==> src/rtl/colst_pkg.sv <==
package colst_pkg;

  // Bit width needed to index n items (at least one bit).
  function automatic int width_of(input int n);
    return (n > 1) ? $clog2(n) : 1;
  endfunction

  // Location of state slot idx for column col in the merged memory.
  function automatic int slot_addr(input int idx, input int col, input int line_w);
    return idx * line_w + col;
  endfunction

  // Increment with wrap at lim.
  function automatic int wrap_inc(input int v, input int lim);
    return (v >= lim - 1) ? 0 : v + 1;
  endfunction

endpackage

==> src/rtl/colst_ram.sv <==
module colst_ram #(
  parameter int W     = 16,
  parameter int DEPTH = 24,
  parameter int AW    = 5
) (
  input  logic          clk,
  input  logic          we,
  input  logic [AW-1:0] waddr,
  input  logic [W-1:0]  wdata,
  input  logic          re,
  input  logic [AW-1:0] raddr,
  output logic [W-1:0]  rdata
);

  logic [W-1:0] mem [DEPTH];

  // Write port.
  always_ff @(posedge clk) begin
    if (we) mem[waddr] <= wdata;
  end

  // Registered read port: a read of an address written in the same cycle returns the old word.
  always_ff @(posedge clk) begin
    if (re) rdata <= mem[raddr];
  end

endmodule

==> src/rtl/colst_seq.sv <==
module colst_seq
  import colst_pkg::*;
#(
  parameter int K      = 3,
  parameter int LINE_W = 8,
  parameter int CW     = 3,
  parameter int AW     = 5,
  parameter int PW     = 2
) (
  input  logic          clk,
  input  logic          rst_n,
  input  logic          col_go,
  input  logic          col_first,
  input  logic          wb_fire,
  input  logic [CW-1:0] wb_col,
  output logic          rd_en,
  output logic [AW-1:0] rd_addr,
  output logic [PW-1:0] rd_phase,
  output logic [CW-1:0] rd_col,
  output logic          rd_first,
  output logic          wr_en,
  output logic [AW-1:0] wr_addr,
  output logic [PW-1:0] wr_phase
);

  localparam int DEPTH = K * LINE_W;
  localparam logic [PW-1:0] LAST_PH = PW'(K - 1);

  logic          rd_busy;
  logic [PW-1:0] rd_phase_q;
  logic [CW-1:0] rd_col_q;
  logic          rd_first_q;
  logic [CW-1:0] base_q;
  logic          wr_busy;
  logic [PW-1:0] wr_phase_q;
  logic [CW-1:0] wr_col_q;

  // Rotating column pointer and the read burst, one slot per cycle.
  always_ff @(posedge clk or negedge rst_n) begin
    if (!rst_n) begin
      rd_busy    <= 1'b0;
      rd_phase_q <= '0;
      rd_col_q   <= '0;
      rd_first_q <= 1'b0;
      base_q     <= '0;
    end else if (col_go) begin
      rd_busy    <= 1'b1;
      rd_phase_q <= '0;
      rd_col_q   <= base_q;
      rd_first_q <= col_first;
      base_q     <= CW'(wrap_inc(int'(base_q), LINE_W));
    end else if (rd_busy) begin
      if (rd_phase_q == LAST_PH) rd_busy <= 1'b0;
      else                       rd_phase_q <= rd_phase_q + 1'b1;
    end
  end

  // Write burst started by an accepted write-back.
  always_ff @(posedge clk or negedge rst_n) begin
    if (!rst_n) begin
      wr_busy    <= 1'b0;
      wr_phase_q <= '0;
      wr_col_q   <= '0;
    end else if (wb_fire) begin
      wr_busy    <= 1'b1;
      wr_phase_q <= '0;
      wr_col_q   <= wb_col;
    end else if (wr_busy) begin
      if (wr_phase_q == LAST_PH) wr_busy <= 1'b0;
      else                       wr_phase_q <= wr_phase_q + 1'b1;
    end
  end

  assign rd_en    = rd_busy;
  assign rd_phase = rd_phase_q;
  assign rd_col   = rd_col_q;
  assign rd_first = rd_first_q;
  assign rd_addr  = AW'(slot_addr(int'(rd_phase_q), int'(rd_col_q), LINE_W));
  assign wr_en    = wr_busy;
  assign wr_phase = wr_phase_q;
  assign wr_addr  = AW'(slot_addr(int'(wr_phase_q), int'(wr_col_q), LINE_W));


  go_spacing_chk: assert property (@(posedge clk) disable iff (!rst_n)
    col_go |-> !rd_busy);


  wr_overlap_chk: assert property (@(posedge clk) disable iff (!rst_n)
    wb_fire |-> !wr_busy);


  rd_addr_range_chk: assert property (@(posedge clk) disable iff (!rst_n)
    rd_en |-> (int'(rd_addr) < DEPTH));


  wr_addr_range_chk: assert property (@(posedge clk) disable iff (!rst_n)
    wr_en |-> (int'(wr_addr) < DEPTH));

endmodule

==> src/rtl/colst_gather.sv <==
module colst_gather #(
  parameter int K      = 3,
  parameter int DATA_W = 16,
  parameter int CW     = 3,
  parameter int PW     = 2
) (
  input  logic                clk,
  input  logic                rst_n,
  input  logic                rd_en,
  input  logic [PW-1:0]       rd_phase,
  input  logic [DATA_W-1:0]   ram_q,
  input  logic [CW-1:0]       rd_col,
  input  logic                rd_first,
  input  logic                wb_fire,
  input  logic [K*DATA_W-1:0] wb_data,
  input  logic [PW-1:0]       wr_phase,
  output logic                st_vld,
  output logic [CW-1:0]       st_col,
  output logic [K*DATA_W-1:0] st_rd,
  output logic [DATA_W-1:0]   wr_word
);

  localparam logic [PW-1:0] LAST_PH = PW'(K - 1);

  logic                        q_vld;
  logic [PW-1:0]               q_phase;
  logic [K-1:0][DATA_W-1:0]    slots;
  logic                        st_vld_q;
  logic [CW-1:0]               st_col_q;
  logic                        st_first_q;
  logic [K-1:0][DATA_W-1:0]    hold;
  logic [CW-1:0]               hold_col;
  logic                        hold_vld;
  logic                        last_slot;
  logic                        fwd_hit;

  assign last_slot = q_vld && (q_phase == LAST_PH);

  // Align the phase tag with the registered memory output, then collect slots.
  always_ff @(posedge clk or negedge rst_n) begin
    if (!rst_n) begin
      q_vld      <= 1'b0;
      q_phase    <= '0;
      slots      <= '0;
      st_vld_q   <= 1'b0;
      st_col_q   <= '0;
      st_first_q <= 1'b0;
    end else begin
      q_vld    <= rd_en;
      q_phase  <= rd_phase;
      st_vld_q <= last_slot;
      if (q_vld) slots[q_phase] <= ram_q;
      if (last_slot) begin
        st_col_q   <= rd_col;
        st_first_q <= rd_first;
      end
    end
  end

  // Newest write-back: forwarding source and write-burst buffer.
  always_ff @(posedge clk or negedge rst_n) begin
    if (!rst_n) begin
      hold     <= '0;
      hold_col <= '0;
      hold_vld <= 1'b0;
    end else if (wb_fire) begin
      hold     <= wb_data;
      hold_col <= st_col_q;
      hold_vld <= 1'b1;
    end
  end

  assign fwd_hit = hold_vld && (hold_col == st_col_q);
  assign wr_word = hold[wr_phase];
  assign st_vld  = st_vld_q;
  assign st_col  = st_col_q;

  for (genvar gi = 0; gi < K; gi++) begin : g_slot
    assign st_rd[gi*DATA_W +: DATA_W] = st_first_q ? '0 : (fwd_hit ? hold[gi] : slots[gi]);
  end


  st_pulse_chk: assert property (@(posedge clk) disable iff (!rst_n)
    st_vld |=> !st_vld);


  first_zero_chk: assert property (@(posedge clk) disable iff (!rst_n)
    (st_vld && st_first_q) |-> (st_rd == '0));


  fire_in_window_chk: assert property (@(posedge clk) disable iff (!rst_n)
    wb_fire |-> st_vld);

endmodule

==> src/rtl/col_state_buffer.sv <==
module col_state_buffer
  import colst_pkg::*;
#(
  parameter int K      = 3,
  parameter int DATA_W = 16,
  parameter int LINE_W = 8
) (
  input  logic                            clk,
  input  logic                            rst_n,
  input  logic                            col_go,
  input  logic                            col_first,
  output logic                            st_vld,
  output logic [width_of(LINE_W)-1:0]     st_col,
  output logic [K*DATA_W-1:0]             st_rd,
  input  logic                            wb_vld,
  input  logic [K*DATA_W-1:0]             wb_data
);

  localparam int DEPTH = K * LINE_W;
  localparam int AW    = width_of(DEPTH);
  localparam int PW    = width_of(K);
  localparam int CW    = width_of(LINE_W);

  logic              rd_en;
  logic [AW-1:0]     rd_addr;
  logic [PW-1:0]     rd_phase;
  logic [CW-1:0]     rd_col;
  logic              rd_first;
  logic              wr_en;
  logic [AW-1:0]     wr_addr;
  logic [PW-1:0]     wr_phase;
  logic [DATA_W-1:0] ram_q;
  logic [DATA_W-1:0] wr_word;
  logic              wb_fire;

  assign wb_fire = st_vld && wb_vld;

  colst_seq #(.K(K), .LINE_W(LINE_W), .CW(CW), .AW(AW), .PW(PW)) u_seq (
    .clk(clk), .rst_n(rst_n), .col_go(col_go), .col_first(col_first),
    .wb_fire(wb_fire), .wb_col(st_col),
    .rd_en(rd_en), .rd_addr(rd_addr), .rd_phase(rd_phase), .rd_col(rd_col),
    .rd_first(rd_first), .wr_en(wr_en), .wr_addr(wr_addr), .wr_phase(wr_phase)
  );

  colst_ram #(.W(DATA_W), .DEPTH(DEPTH), .AW(AW)) u_ram (
    .clk(clk), .we(wr_en), .waddr(wr_addr), .wdata(wr_word),
    .re(rd_en), .raddr(rd_addr), .rdata(ram_q)
  );

  colst_gather #(.K(K), .DATA_W(DATA_W), .CW(CW), .PW(PW)) u_gather (
    .clk(clk), .rst_n(rst_n), .rd_en(rd_en), .rd_phase(rd_phase), .ram_q(ram_q),
    .rd_col(rd_col), .rd_first(rd_first), .wb_fire(wb_fire), .wb_data(wb_data),
    .wr_phase(wr_phase), .st_vld(st_vld), .st_col(st_col), .st_rd(st_rd),
    .wr_word(wr_word)
  );

endmodule

==> config.mk <==
export PLATFORM = sky130hd
export DESIGN_NAME = col_state_buffer
export DESIGN_NICKNAME = d
export VERILOG_FILES = /design/src/rtl/colst_pkg.sv /design/src/rtl/colst_ram.sv /design/src/rtl/colst_seq.sv /design/src/rtl/colst_gather.sv /design/src/rtl/col_state_buffer.sv
export SDC_FILE = /design/constraint.sdc
export NUM_CORES = 1
export LEC_CHECK = 0
export BUFFER_PORTS_ARGS = -buffer_cell sky130_fd_sc_hd__buf_4
export CELL_PAD_IN_SITES_DETAIL_PLACEMENT = 1
export CELL_PAD_IN_SITES_GLOBAL_PLACEMENT = 1
export CORE_MARGIN = 4
export CORE_UTILIZATION = 30
export CTS_CLUSTER_DIAMETER = 120
export DETAILED_ROUTE_END_ITERATION = 7
export PLACE_DENSITY_LB_ADDON = 0.1
export SLEW_MARGIN = 20
export SYNTH_ARGS = -nofsm -noshare
export SYNTH_HDL_FRONTEND = slang
export SYNTH_SLANG_ARGS = --single-unit
==> constraint.sdc <==
create_clock -name clk -period 7.42 [get_ports clk]
set_clock_uncertainty 0.15 [all_clocks]
set_input_delay 0.742 -clock clk [delete_from_list [all_inputs] [get_ports clk]]
set_output_delay 0.742 -clock clk [all_outputs]
set_load 0.01 [all_outputs]
**Word-level counts from Yosys, hierarchy flattened**

Memory sizes are Yosys's and may differ from the RTL's. A register that Yosys moved wholly into a read port is not among the register bits.
Cells that the tools add are included.

- $add $sub $neg: 5
- Order comparisons: 4
- Equal/unequal tests: 6
- Multiplexer cells: 26
- Reductions and logical operators: 8

Operator list:

| cell | number |
|---|---|
| $mux W16 | 8 |
| $bwmux W48 | 1 |
| $bmux W16 S2 | 1 |
| $demux W16 S2 | 1 |
| $mux W2 | 6 |
| $add A5 B3 Y5 | 2 |
| $mux W1 | 8 |
| $eq A2 B2 Y1 const B | 3 |
| $lt A2 B3 Y1 const B | 2 |
| $add A2 B1 Y2 const B | 2 |
| $logic_and A1 B1 Y1 | 4 |
| $reduce_and A2 Y1 | 2 |
| $reduce_bool A2 Y1 | 2 |
| $add A3 B1 Y3 const B | 1 |
| $eq A3 B3 Y1 | 1 |
| $ge A3 B3 Y1 const B | 1 |
| $mux W3 | 1 |
| $ge A2 B1 Y1 const B | 1 |
| $ne A2 B1 Y1 const B | 1 |
| $ne A2 B2 Y1 const B | 1 |

- Bits in registers: 121
- RAM bits: 384
- Memories kept: 1

Memories:

| name | words | bits a word | read ports | clocked after Yosys merged registers in | wr ports | line | RTL |
|---|---|---|---|---|---|---|---|
| u_ram.mem | 24 | 16 | 1 | 1 | 1 | colst_ram.sv:15 | `logic [W-1:0] mem [DEPTH];` |

**Logic depth before layout (Yosys ltp)**

Gate-level depths: netlist of the first run.

- Depth in word-level cells: 5
- Mapped depth: 8

**By module**

A second synthesis of the first run with hierarchy kept.

- Cells, all modules: 1224
- Area, all modules: 21642.0 um^2

By module, submodules not included:

| module | times used | cells each | area each (um^2) | seq. area each (um^2) |
|---|---|---|---|---|
| colst_ram | 1 | 723 | 15414.8 | 12011.5 |
| colst_gather | 1 | 443 | 5480.3 | 2702.6 |
| colst_seq | 1 | 57 | 740.7 | 400.4 |
| col_state_buffer | 1 | 1 | 6.3 | 0.0 |

**Worst setup path after synthesis of the first run**

No wires, ideal clock.

- Path type: register to register
- Start: register u_seq.wr_phase_q[0], in the netlist u_seq.wr_phase[0]
- End: memory u_ram.mem[21][0], enable pin
- Library setup time: 0.388 ns
- Arrival: 1.833 ns
- Setup slack: 5.049 ns
- Cell stages (with the launch flop): 7
- Path buffers: 2
- Period minus slack after synthesis: 2.371 ns
- Cell sequence: dfrtp_1 > clkbuf_1 > buf_2 > inv_1 > ha_1 > nand2_1 > nor2_1

- Cells in the longest elaborated chain, start to end: 1

RTL lines:

| element | line | RTL |
|---|---|---|
| start: declaration | colst_seq.sv:35 | `logic [PW-1:0] wr_phase_q;` |
| start signal: assignment | colst_seq.sv:70 | `else wr_phase_q <= wr_phase_q + 1'b1;` |
| $add A5 B3 Y5 | colst_pkg.sv:10 | `return idx * line_w + col;` |
| end: declaration | colst_ram.sv:15 |  |

Every way passes these cells.

**Worst setup path after layout of the first run**

- Start: register u_gather.hold_col[2]
- End: output port st_rd[0]

- Cells in the longest elaborated chain, start to end: 4

RTL lines:

| element | line | RTL |
|---|---|---|
| start: declaration | colst_gather.sv:32 | `logic [CW-1:0] hold_col;` |
| start signal: assignment | colst_gather.sv:68 | `hold_col <= st_col_q;` |
| $eq A3 B3 Y1 | colst_gather.sv:73 | `assign fwd_hit = hold_vld && (hold_col == st_col_q);` |
| $logic_and A1 B1 Y1 | colst_gather.sv:73 |  |
| $mux W16 (2 in series) | colst_gather.sv:79 | `assign st_rd[gi*DATA_W +: DATA_W] = st_first_q ? '0 : (fwd_hit ? hold[gi] : slots[gi]);` |
| end: declaration | col_state_buffer.sv:14 | `output logic [K*DATA_W-1:0] st_rd,` |

Every way passes these cells.

==> results.json, run 1 <==
{
  "syn_area_um2": 20970,
  "nets": 1450,
  "placed_cells": 2262,
  "hold_class": "primary input to asynchronous set/reset pin",
  "postLayoutCellArea_um2": 24920,
  "die_width_um": 272.4,
  "site_row_count": 96,
  "power.combinational.fraction": 0.353,
  "path_clk_slew_ns": 0.06,
  "first_iter_violations": 757,
  "timing.critical_path.cells": "xnor2_1, and4_2, buf_4, nand2_1, a21oi_1, buf_4",
  "totalNegativeSetupSlack_ns": 0,
  "status": "completed",
  "post-route-min-period_ns": 3.732,
  "route.detailed.drc": 0,
  "cp_data_arrival_time_ns": 2.84,
  "cts_max_path_buffers": 3,
  "fmax_mhz": 268.0,
  "design.die.area_um2": 74200,
  "routed-wl-met3_mm": 2.483,
  "hold_slack_final_ns": 0.1222,
  "crit_buf_inv": 2,
  "timing.critical_path.slowest_cell_delay_ns": 0.48,
  "post-place-ws_ns": 3.950,
  "drv.max_cap_violation_count": 0,
  "initial_core_util": 0.3042,
  "yosysUniqueCellTypes": 36,
  "synth_edf_count": 400,
  "worst_r2r_endpoint": "u_ram.rdata[8]",
  "synth_top_flop_cell": "edfxtp_1",
  "ant_nets": 0,
  "timing.critical_path.fanout_max": 48,
  "drt-met1-wl_mm": 28.28,
  "dp_area_um2": 22990,
  "worst_r2r_path_depth": 4,
  "grt_pass1_vias": 12244,
  "ir_drop_v": 0.0002151,
  "yosys_register_bits": 521,
  "gr-total-overflow": 0,
  "start_to_end_type_of_the_worst_setup_path": "flip-flop to primary output",
  "grt.total_usage": 0.1664,
  "synthesis.area_per_instance_um2": 16.66,
  "post_cts.resized_instances": 0,
  "crit-reg2reg-launch": "u_seq.rd_col[0]",
  "cts_hold_buffers": 0,
  "die_height_um": 272.4,
  "critical_path.startpoint_type": "flip-flop",
  "grt_max_degree": 64,
  "detail_route.wl_per_cell_um": 26.17,
  "slew_headroom": 0.2983,
  "clkPwrFrac": 0.242,
  "syn_to_final_growth_pct": 18.81,
  "timing_max_transition_violations_final": 0,
  "post-cts-setup-buffers": 0,
  "power_density_nw_per_um2": 475.2,
  "avgViaCountPerCell": 4.893,
  "power_switching_share": 0.3605,
  "sequential_cell_fraction_of_total_power": 0.405,
  "instances_no_fill": 2370,
  "global_route_wire_length_before_repair_mm": 90.38,
  "cts_tree": "yes",
  "cpLargestDelayFamily": "buffers and inverters",
  "detailroute.wirelength.met2_mm": 29.90,
  "yosysWarningCount": 0,
  "r2r_setup_slack_ns": 3.94,
  "synthesis.nets": 1318,
  "ios": 105,
  "post-route-worst-setup-slack_ns": 3.688,
  "vias": 11597,
  "layout_common_cells": "edfxtp_1, nand2_1, buf_4",
  "wirelength_routed_mm": 62.03,
  "synth_sequential_area_ratio": 0.7171,
  "final-setup-viol-count": 0,
  "routabilityCongestion": 0.7252,
  "numCtsBuffers": 58,
  "worstSetupEndpointType": "primary output",
  "cts.htree.levels": 2,
  "intPower_mw": 7.572,
  "drive_gt1_frac": 0.2886,
  "topRoutingLayerUsed": "met4",
  "detailed_place_hpwl_mm": 38.67,
  "async_reset_ff_frac": 0.2322,
  "p_total_mw": 11.84,
  "layout_worst_path_cycle_share": 0.5029,
  "worst_ep_required_time_ns": 6.53,
  "p_leak_nw": 8.896,
  "grt_setup_unrepaired": "no",
  "synthesis.instances": 1259,
  "clockRootBuffer": "clkbuf_16",
  "core_region_area_um2": 68950,
  "net-switching-power_mw": 4.269,
  "critical-path-top-cell-by-count": "buf_4",
  "postLayoutCoreUtil": 0.3614,
  "mostFrequentLayoutCell": "edfxtp_1",
  "port_buffers": 104,
  "firstDrtPassIters": 4,
  "cts_sinks": 521,
  "cp_slowest_cell": "dfrtp_1",
  "report.final.hold_viol_count": 0,
  "tightestPinTransition_ns": 1.053,
  "insertion_delay_ns": 0.60,
  "grt_antenna_before_repair": 2
}
==> power groups by stage <==
| stage | Clock (mW) | Combinational [mW] | Sequential [mW] |
|---|---|---|---|
| finish | 2.86 | 4.18 | 4.80 |
| global route | 3.10 | 4.56 | 4.88 |
| CTS | 2.97 | 4.26 | 4.83 |
| detailed placement | 0 | 4.25 | 4.88 |
| global placement | 0 | 4.17 | 4.88 |
| floorplan | 0 | 2.65 | 4.48 |
==> final cells by class <==
type,count,area (µm²)
flip-flops and latches,521,15050
fillers,7024,44030
inverters,5,18.77
well taps,931,1165
repair buffers,152,1141
clock inverters,31,294.0
diodes,1,2.502
multi-input cells,653,5657
clock buffers,76,1590
==> kinds of logic (layout without fill, tap and decap cells) <==
| family | Yosys count | after routing | share of synthesized area |
|---|---|---|---|
| AO/OA/AOI/OAI | 134 | 134 | 0.04266 |
| other | 0 | 1 | 0 |
| XOR/XNOR | 5 | 5 | 0.002088 |
| multiplexers | 249 | 249 | 0.1623 |
| adder cells (fa/ha/maj) | 6 | 6 | 0.003579 |
| buffers and inverters | 85 | 264 | 0.02148 |
| flip-flops | 521 | 521 | 0.7171 |
| AND/OR/NAND/NOR | 259 | 259 | 0.05077 |
==> synthesized netlist by cell type (19+ instances only) <==
cell type,number,area share
nand3_1,19,0.0045
nor2_1,29,0.0052
clkbuf_1,30,0.0054
a21oi_1,51,0.012
edfxtp_1,400,0.57
mux2_2,89,0.048
buf_2,29,0.0069
mux4_2,64,0.069
nand2_1,191,0.034
mux2i_1,96,0.046
dfrtp_1,121,0.14
==> registers in the layout (all words and copies together) (netlist names), 2 cells and up <==
register           count
u_seq.base_q           3
u_seq.wr_phase         2
u_ram.mem            384
u_gather.q_phase       2
u_gather.hold_col      3
u_gather.hold         48
u_gather.st_col        3
u_seq.rd_col           3
u_gather.slots        48
u_seq.rd_phase         2
u_ram.rdata           16
==> per-layer routing <==
layer | GRT usage | vias up
met1 | 0.2320 | 6189
met5 | 0 | -
met2 | 0.2730 | 209
met4 | 0.04071 | 0
met3 | 0.02801 | 90
li1 | - | 5109
==> worst max path at each step <==
stage	from	endpoint	depth (start not counted)
after CTS	u_gather.hold_col[2]	st_rd[0]	6
after global placement	u_seq.rd_col[0]	u_ram.rdata[8]	4
final	u_gather.hold_col[2]	st_rd[0]	6
after detailed placement	u_seq.rd_col[0]	u_ram.rdata[8]	4
after global routing	u_gather.hold_col[2]	st_rd[0]	6
after floorplan	u_seq.wr_phase[0]	u_ram.mem[21][0]	6
(Power assumes the default switching activity.)
==> run 2: changes to the inputs <==
==> constraint.sdc (replaced) <==
create_clock -name clk -period 3.5 [get_ports clk]
set_clock_uncertainty 0.15 [all_clocks]
set_input_delay 0.35 -clock clk [delete_from_list [all_inputs] [get_ports clk]]
set_output_delay 0.35 -clock clk [all_outputs]
set_load 0.01 [all_outputs]
==> run 2 against run 1 <==
  * Power grew 110%
  * Sequential power is 110% higher
  * Via count increased by 3.0%
  * Utilization rose by 1.0 points
  * Design area is 2.9% higher
  * Count of clock-buffer cells in the layout rose by 5
  * Wire length increased by 4.2%
  * Worst setup slack worse by 3.5 ns
  * Register-to-register slack got worse by 3.2 ns
  * Highest routed layer is now met5
  * Clock power grew 110%
==> results.json, run 2 (synthesis gave the netlist of run 1 again) <==
{
  "cpLargestDelayFamily": "buffers and inverters",
  "nets": 1541,
  "largestRegisters": "u_ram.mem (384), u_gather.hold (48), u_gather.slots (48)",
  "start_to_end_type_of_the_worst_setup_path": "flip-flop to primary output",
  "firstDrtPassIters": 5,
  "ios": 105,
  "cts.htree.levels": 2,
  "grt_pass1_vias": 12983,
  "post_cts.resized_instances": 0,
  "timing.critical_path.slowest_cell_delay_ns": 0.49,
  "post-route-min-period_ns": 3.263,
  "port_buffers": 104,
  "power_density_nw_per_um2": 991.0,
  "crit_buf_inv": 3,
  "p_leak_nw": 9.271,
  "ir_drop_v": 0.0004890,
  "cts_max_path_buffers": 3,
  "detailed_place_hpwl_mm": 41.69,
  "timing.critical_path.fanout_max": 18,
  "die_height_um": 272.4,
  "ant_nets": 0,
  "cp_slowest_cell": "dfrtp_1",
  "path_clk_slew_ns": 0.06,
  "worst_ep_required_time_ns": 3.00,
  "wirelength_routed_mm": 64.61,
  "dp_area_um2": 23260,
  "grt_antenna_before_repair": 4,
  "site_row_count": 96,
  "global_route_wire_length_before_repair_mm": 94.12,
  "drive_gt1_frac": 0.2932,
  "numCtsBuffers": 58,
  "grt.total_usage": 0.1740,
  "cts_sinks": 521,
  "detail_route.wl_per_cell_um": 26.27,
  "cts_hold_buffers": 53,
  "layout_worst_path_cycle_share": 0.9323,
  "slew_headroom": 0.3927,
  "insertion_delay_ns": 0.63,
  "route.detailed.drc": 0,
  "mostFrequentLayoutCell": "edfxtp_1",
  "clockRootBuffer": "clkbuf_16",
  "regMostFlops": "u_ram.mem",
  "timing_max_transition_violations_final": 0,
  "fmax_mhz": 306.5,
  "totalNegativeSetupSlack_ns": 0,
  "critical_path.startpoint_type": "flip-flop",
  "postLayoutCellArea_um2": 25630,
  "largest_reg_flops": 384,
  "initial_core_util": 0.3042,
  "drv.max_cap_violation_count": 0,
  "core_region_area_um2": 68950,
  "critical-path-top-cell-by-count": "buf_4",
  "hold_class": "primary input to asynchronous set/reset pin",
  "gr-total-overflow": 0,
  "p_total_mw": 25.40,
  "report.final.hold_viol_count": 0,
  "syn_to_final_growth_pct": 22.20,
  "die_width_um": 272.4,
  "routabilityCongestion": 0.7488,
  "timing.critical_path.cells": "xnor2_1, and4_2, buf_4, buf_4, nand2_1, a21oi_1, buf_4",
  "status": "completed",
  "final-setup-viol-count": 0,
  "avgViaCountPerCell": 4.857,
  "design.die.area_um2": 74200,
  "first_iter_violations": 777,
  "grt_setup_unrepaired": "no",
  "vias": 11948,
  "grt_max_degree": 60,
  "post-cts-setup-buffers": 0,
  "layout_common_cells": "edfxtp_1, nand2_1, buf_4",
  "cp_data_arrival_time_ns": 2.76,
  "worstSetupEndpointType": "primary output",
  "cts_tree": "yes",
  "tightestPinTransition_ns": 0.9099
}
## run 2: path summary, 6_finish.rpt
path | slack [ns] | to | startpoint | cells after the start
max | 0.24 | st_rd[42] | u_gather.hold_col[2] | 7
max reg2reg | 0.73 | u_ram.rdata[15] | u_seq.rd_col[0] | 4
max in group asynchronous | 2.16 | u_gather.slots[11] | rst_n | 3
min | 0.23 | u_gather.hold[19] | rst_n | 2
min reg2reg | 0.32 | u_gather.slots[47] | u_gather.slots[47] | 2
min in group clk | 0.32 | u_gather.slots[47] | u_gather.slots[47] | 2
## run 2: stage by stage
stage               std cells  setup slack [ns]    util  hold slack, ns
finish                   2460            0.2369  0.3717          0.2287
global route             2459           0.07859  0.3717          0.3018
CTS                      2459            0.1700  0.3717          0.2531
detailed placement       2300            0.7004  0.3373          0.3133
global placement         2300            0.7318  0.3373          0.3088
floorplan                1259             1.129       -        -0.09559
## run 2: area by class of cell
cell class,count,area (µm²)
Clock buffer,81,1599
Clock inverter,25,240.2
Timing Repair Buffer,243,1969
Multi-Input combinational cell,653,5584
Tap cell,931,1165
Sequential cell,521,15050
Inverter,5,18.77
Fill cell,7018,43320
Antenna cell,1,2.502
## run 2: per-layer routing
metal / GRT usage / share of wire
met2: 0.2978 / 0.50
met1: 0.2368 / 0.45
met4: 0.04003 / 0.019
met5: 0 / 0.00012
met3: 0.02352 / 0.035
## run 2: power by group
part           switching, mW  internal [mW]  total [mW]
Combinational           5.67           3.74        9.41
Sequential              1.12           8.95        10.1
Clock                   2.51           3.40        5.92
Total                   9.30           16.1        25.4
## run 2: worst reg2reg max path, cell delays in order (launching register included)
cell and delay [ns]:
dfrtp_4 0.73, buf_4 0.31, mux4_2 0.52, o211ai_1 0.55
o311ai_1 0.21
==> run 3: changes to the inputs <==
==> constraint.sdc (replaced) <==
create_clock -name clk -period 4.2 [get_ports clk]
set_clock_uncertainty 0.15 [all_clocks]
set_input_delay 0.42 -clock clk [delete_from_list [all_inputs] [get_ports clk]]
set_output_delay 0.42 -clock clk [all_outputs]
set_load 0.01 [all_outputs]
==> run 3 against run 2 <==
  * Sequential share of layout area barely moved
  * Wire length fell by 4.9%
  * Global-route usage fell by 0.89 points
  * Count of clock-buffer cells in the layout fell by 17
  * Combinational power fell by 19%
  * Register-to-register slack improved by 0.70 ns
  * First-iteration DRC count rose by 1.3%
  * Hold slack improved by 0.036 ns
  * Critical path depth fell by 1
  * Critical path type unchanged
  * Largest cell class unchanged
  * Largest power group unchanged
  * Highest routed layer is now met4
==> results.json, run 3 (synthesis gave the netlist of run 1 again) <==
{
  "timing.critical_path.to": "st_rd[1]",
  "worstSetupEndpointType": "primary output",
  "start_to_end_type_of_the_worst_setup_path": "flip-flop to primary output",
  "worst_ep_required_time_ns": 3.63,
  "drv.max_cap_violation_count": 0,
  "r2r_setup_slack_ns": 1.43,
  "final-setup-viol-count": 0,
  "grt_antenna_before_repair": 4,
  "avgViaCountPerCell": 4.774,
  "timing.critical_path.cells": "xnor2_1, nand4_1, buf_4, nand2_1, a21oi_1, buf_4",
  "firstDrtPassIters": 5,
  "postLayoutCoreUtil": 0.3719,
  "die_width_um": 272.4,
  "cts_max_path_buffers": 3,
  "timing.critical_path.fanout_max": 14,
  "wirelength_routed_mm": 61.45,
  "die_height_um": 272.4,
  "p_total_mw": 21.08,
  "cts.htree.levels": 2,
  "cpLargestDelayFamily": "simple AND/OR/NAND/NOR gates",
  "layout_worst_path_cycle_share": 0.8152,
  "antenna-diode-count": 0,
  "worst-path-stages": 6,
  "global_route_wire_length_before_repair_mm": 90.48,
  "cts_tree": "yes",
  "grt_max_degree": 55,
  "worst_r2r_endpoint": "u_ram.rdata[10]",
  "crit_buf_inv": 2,
  "status": "completed",
  "ios": 105,
  "design.die.area_um2": 74200,
  "detail_route.wl_per_cell_um": 25.10,
  "critical-path-top-cell-by-count": "buf_4",
  "cts_sinks": 521,
  "post-route-min-period_ns": 3.424,
  "p_leak_nw": 9.241,
  "hold_slack_final_ns": 0.2648,
  "route.detailed.drc": 0,
  "tightestPinTransition_ns": 1.076,
  "critical_path.startpoint_type": "flip-flop",
  "site_row_count": 96,
  "report.final.hold_viol_count": 0,
  "cp_slowest_cell": "nand4_1",
  "nets": 1530,
  "critPathLaunch": "u_gather.hold_col[0]",
  "vias": 11686,
  "gr-total-overflow": 0,
  "ant_nets": 0,
  "power_density_nw_per_um2": 822.2,
  "grt.total_usage": 0.1651,
  "detailed_place_hpwl_mm": 40.18,
  "syn_to_final_growth_pct": 22.25,
  "initial_core_util": 0.3042,
  "grt_setup_unrepaired": "no",
  "drive_gt1_frac": 0.2966,
  "first_iter_violations": 787,
  "timing.critical_path.slowest_cell_delay_ns": 0.72,
  "worst_r2r_path_depth": 5,
  "regMostFlops": "u_ram.mem",
  "fmax_mhz": 292.1,
  "cp_data_arrival_time_ns": 2.85,
  "path_clk_slew_ns": 0.06,
  "largestRegisters": "u_ram.mem (384), u_gather.hold (48), u_gather.slots (48)",
  "layout_common_cells": "edfxtp_1, nand2_1, buf_4",
  "largest_reg_flops": 384,
  "slew_headroom": 0.2828,
  "numCtsBuffers": 59,
  "hold_class": "primary input to asynchronous set/reset pin",
  "timing_max_transition_violations_final": 0,
  "mostFrequentLayoutCell": "edfxtp_1",
  "insertion_delay_ns": 0.62,
  "totalNegativeSetupSlack_ns": 0,
  "port_buffers": 104,
  "core_region_area_um2": 68950,
  "post_cts.resized_instances": 0,
  "clockRootBuffer": "clkbuf_16",
  "routabilityCongestion": 0.7458,
  "ir_drop_v": 0.0003238,
  "grt_pass1_vias": 12758,
  "crit-reg2reg-launch": "u_seq.rd_col[0]"
}
## run 3: final cells by class
cell class                 count  area, µm²
multi-input combinational    653       5604
inverter                       5      18.77
sequential                   521      15050
tap                          931       1165
timing repair buffer         231       1908
clock buffer                  64       1516
clock inverter                43      377.9
fill                        7009      43310
## run 3: worst min path at each step
stage / cells after the start / startpoint / endpoint
6_report: 2 / rst_n / u_gather.hold[17]
5_1_grt: 2 / rst_n / u_gather.hold[19]
4_1_cts: 2 / rst_n / u_gather.st_col[1]
3_5_place_dp: 2 / u_gather.slots[36] / u_gather.slots[36]
3_3_place_gp: 2 / u_seq.rd_first / u_gather.st_first_q
2_1_floorplan: 0 / rst_n / u_gather.hold[0]
## run 3: what timing repair did
| item | in CTS | in global routing |
|---|---|---|
| hold endpoints to repair | 114 | 0 |
| setup endpoints to repair | 0 | 0 |
| buffers inserted | 0 | 0 |
| hold buffers | 53 | 0 |
## run 3: routing by layer
metal	vias up	global-route usage	share of wire	routed length [µm]
met4	0	0.04003	0.020	1236
li1	5247	-	-	-
met3	87	0.02220	0.030	1858
met2	179	0.2764	0.49	29930
met1	6173	0.2292	0.46	28430
met5	-	0	0	0
## run 3: power breakdown
part | switching (mW) | internal, mW
clock network | 2.15 | 2.86
registers | 0.951 | 7.47
logic | 4.52 | 3.12
## run 3: metrics by stage
stage | instance area, µm² | worst slack, ns | cells
finish | 25640 | 0.7760 | 2448
CTS | 25610 | 0.6533 | 2447
detailed placement | 23190 | 1.358 | 2287
global placement | 23190 | 1.397 | 2287
global route | 25640 | 0.5280 | 2448
floorplan | 20970 | 1.829 | 1259
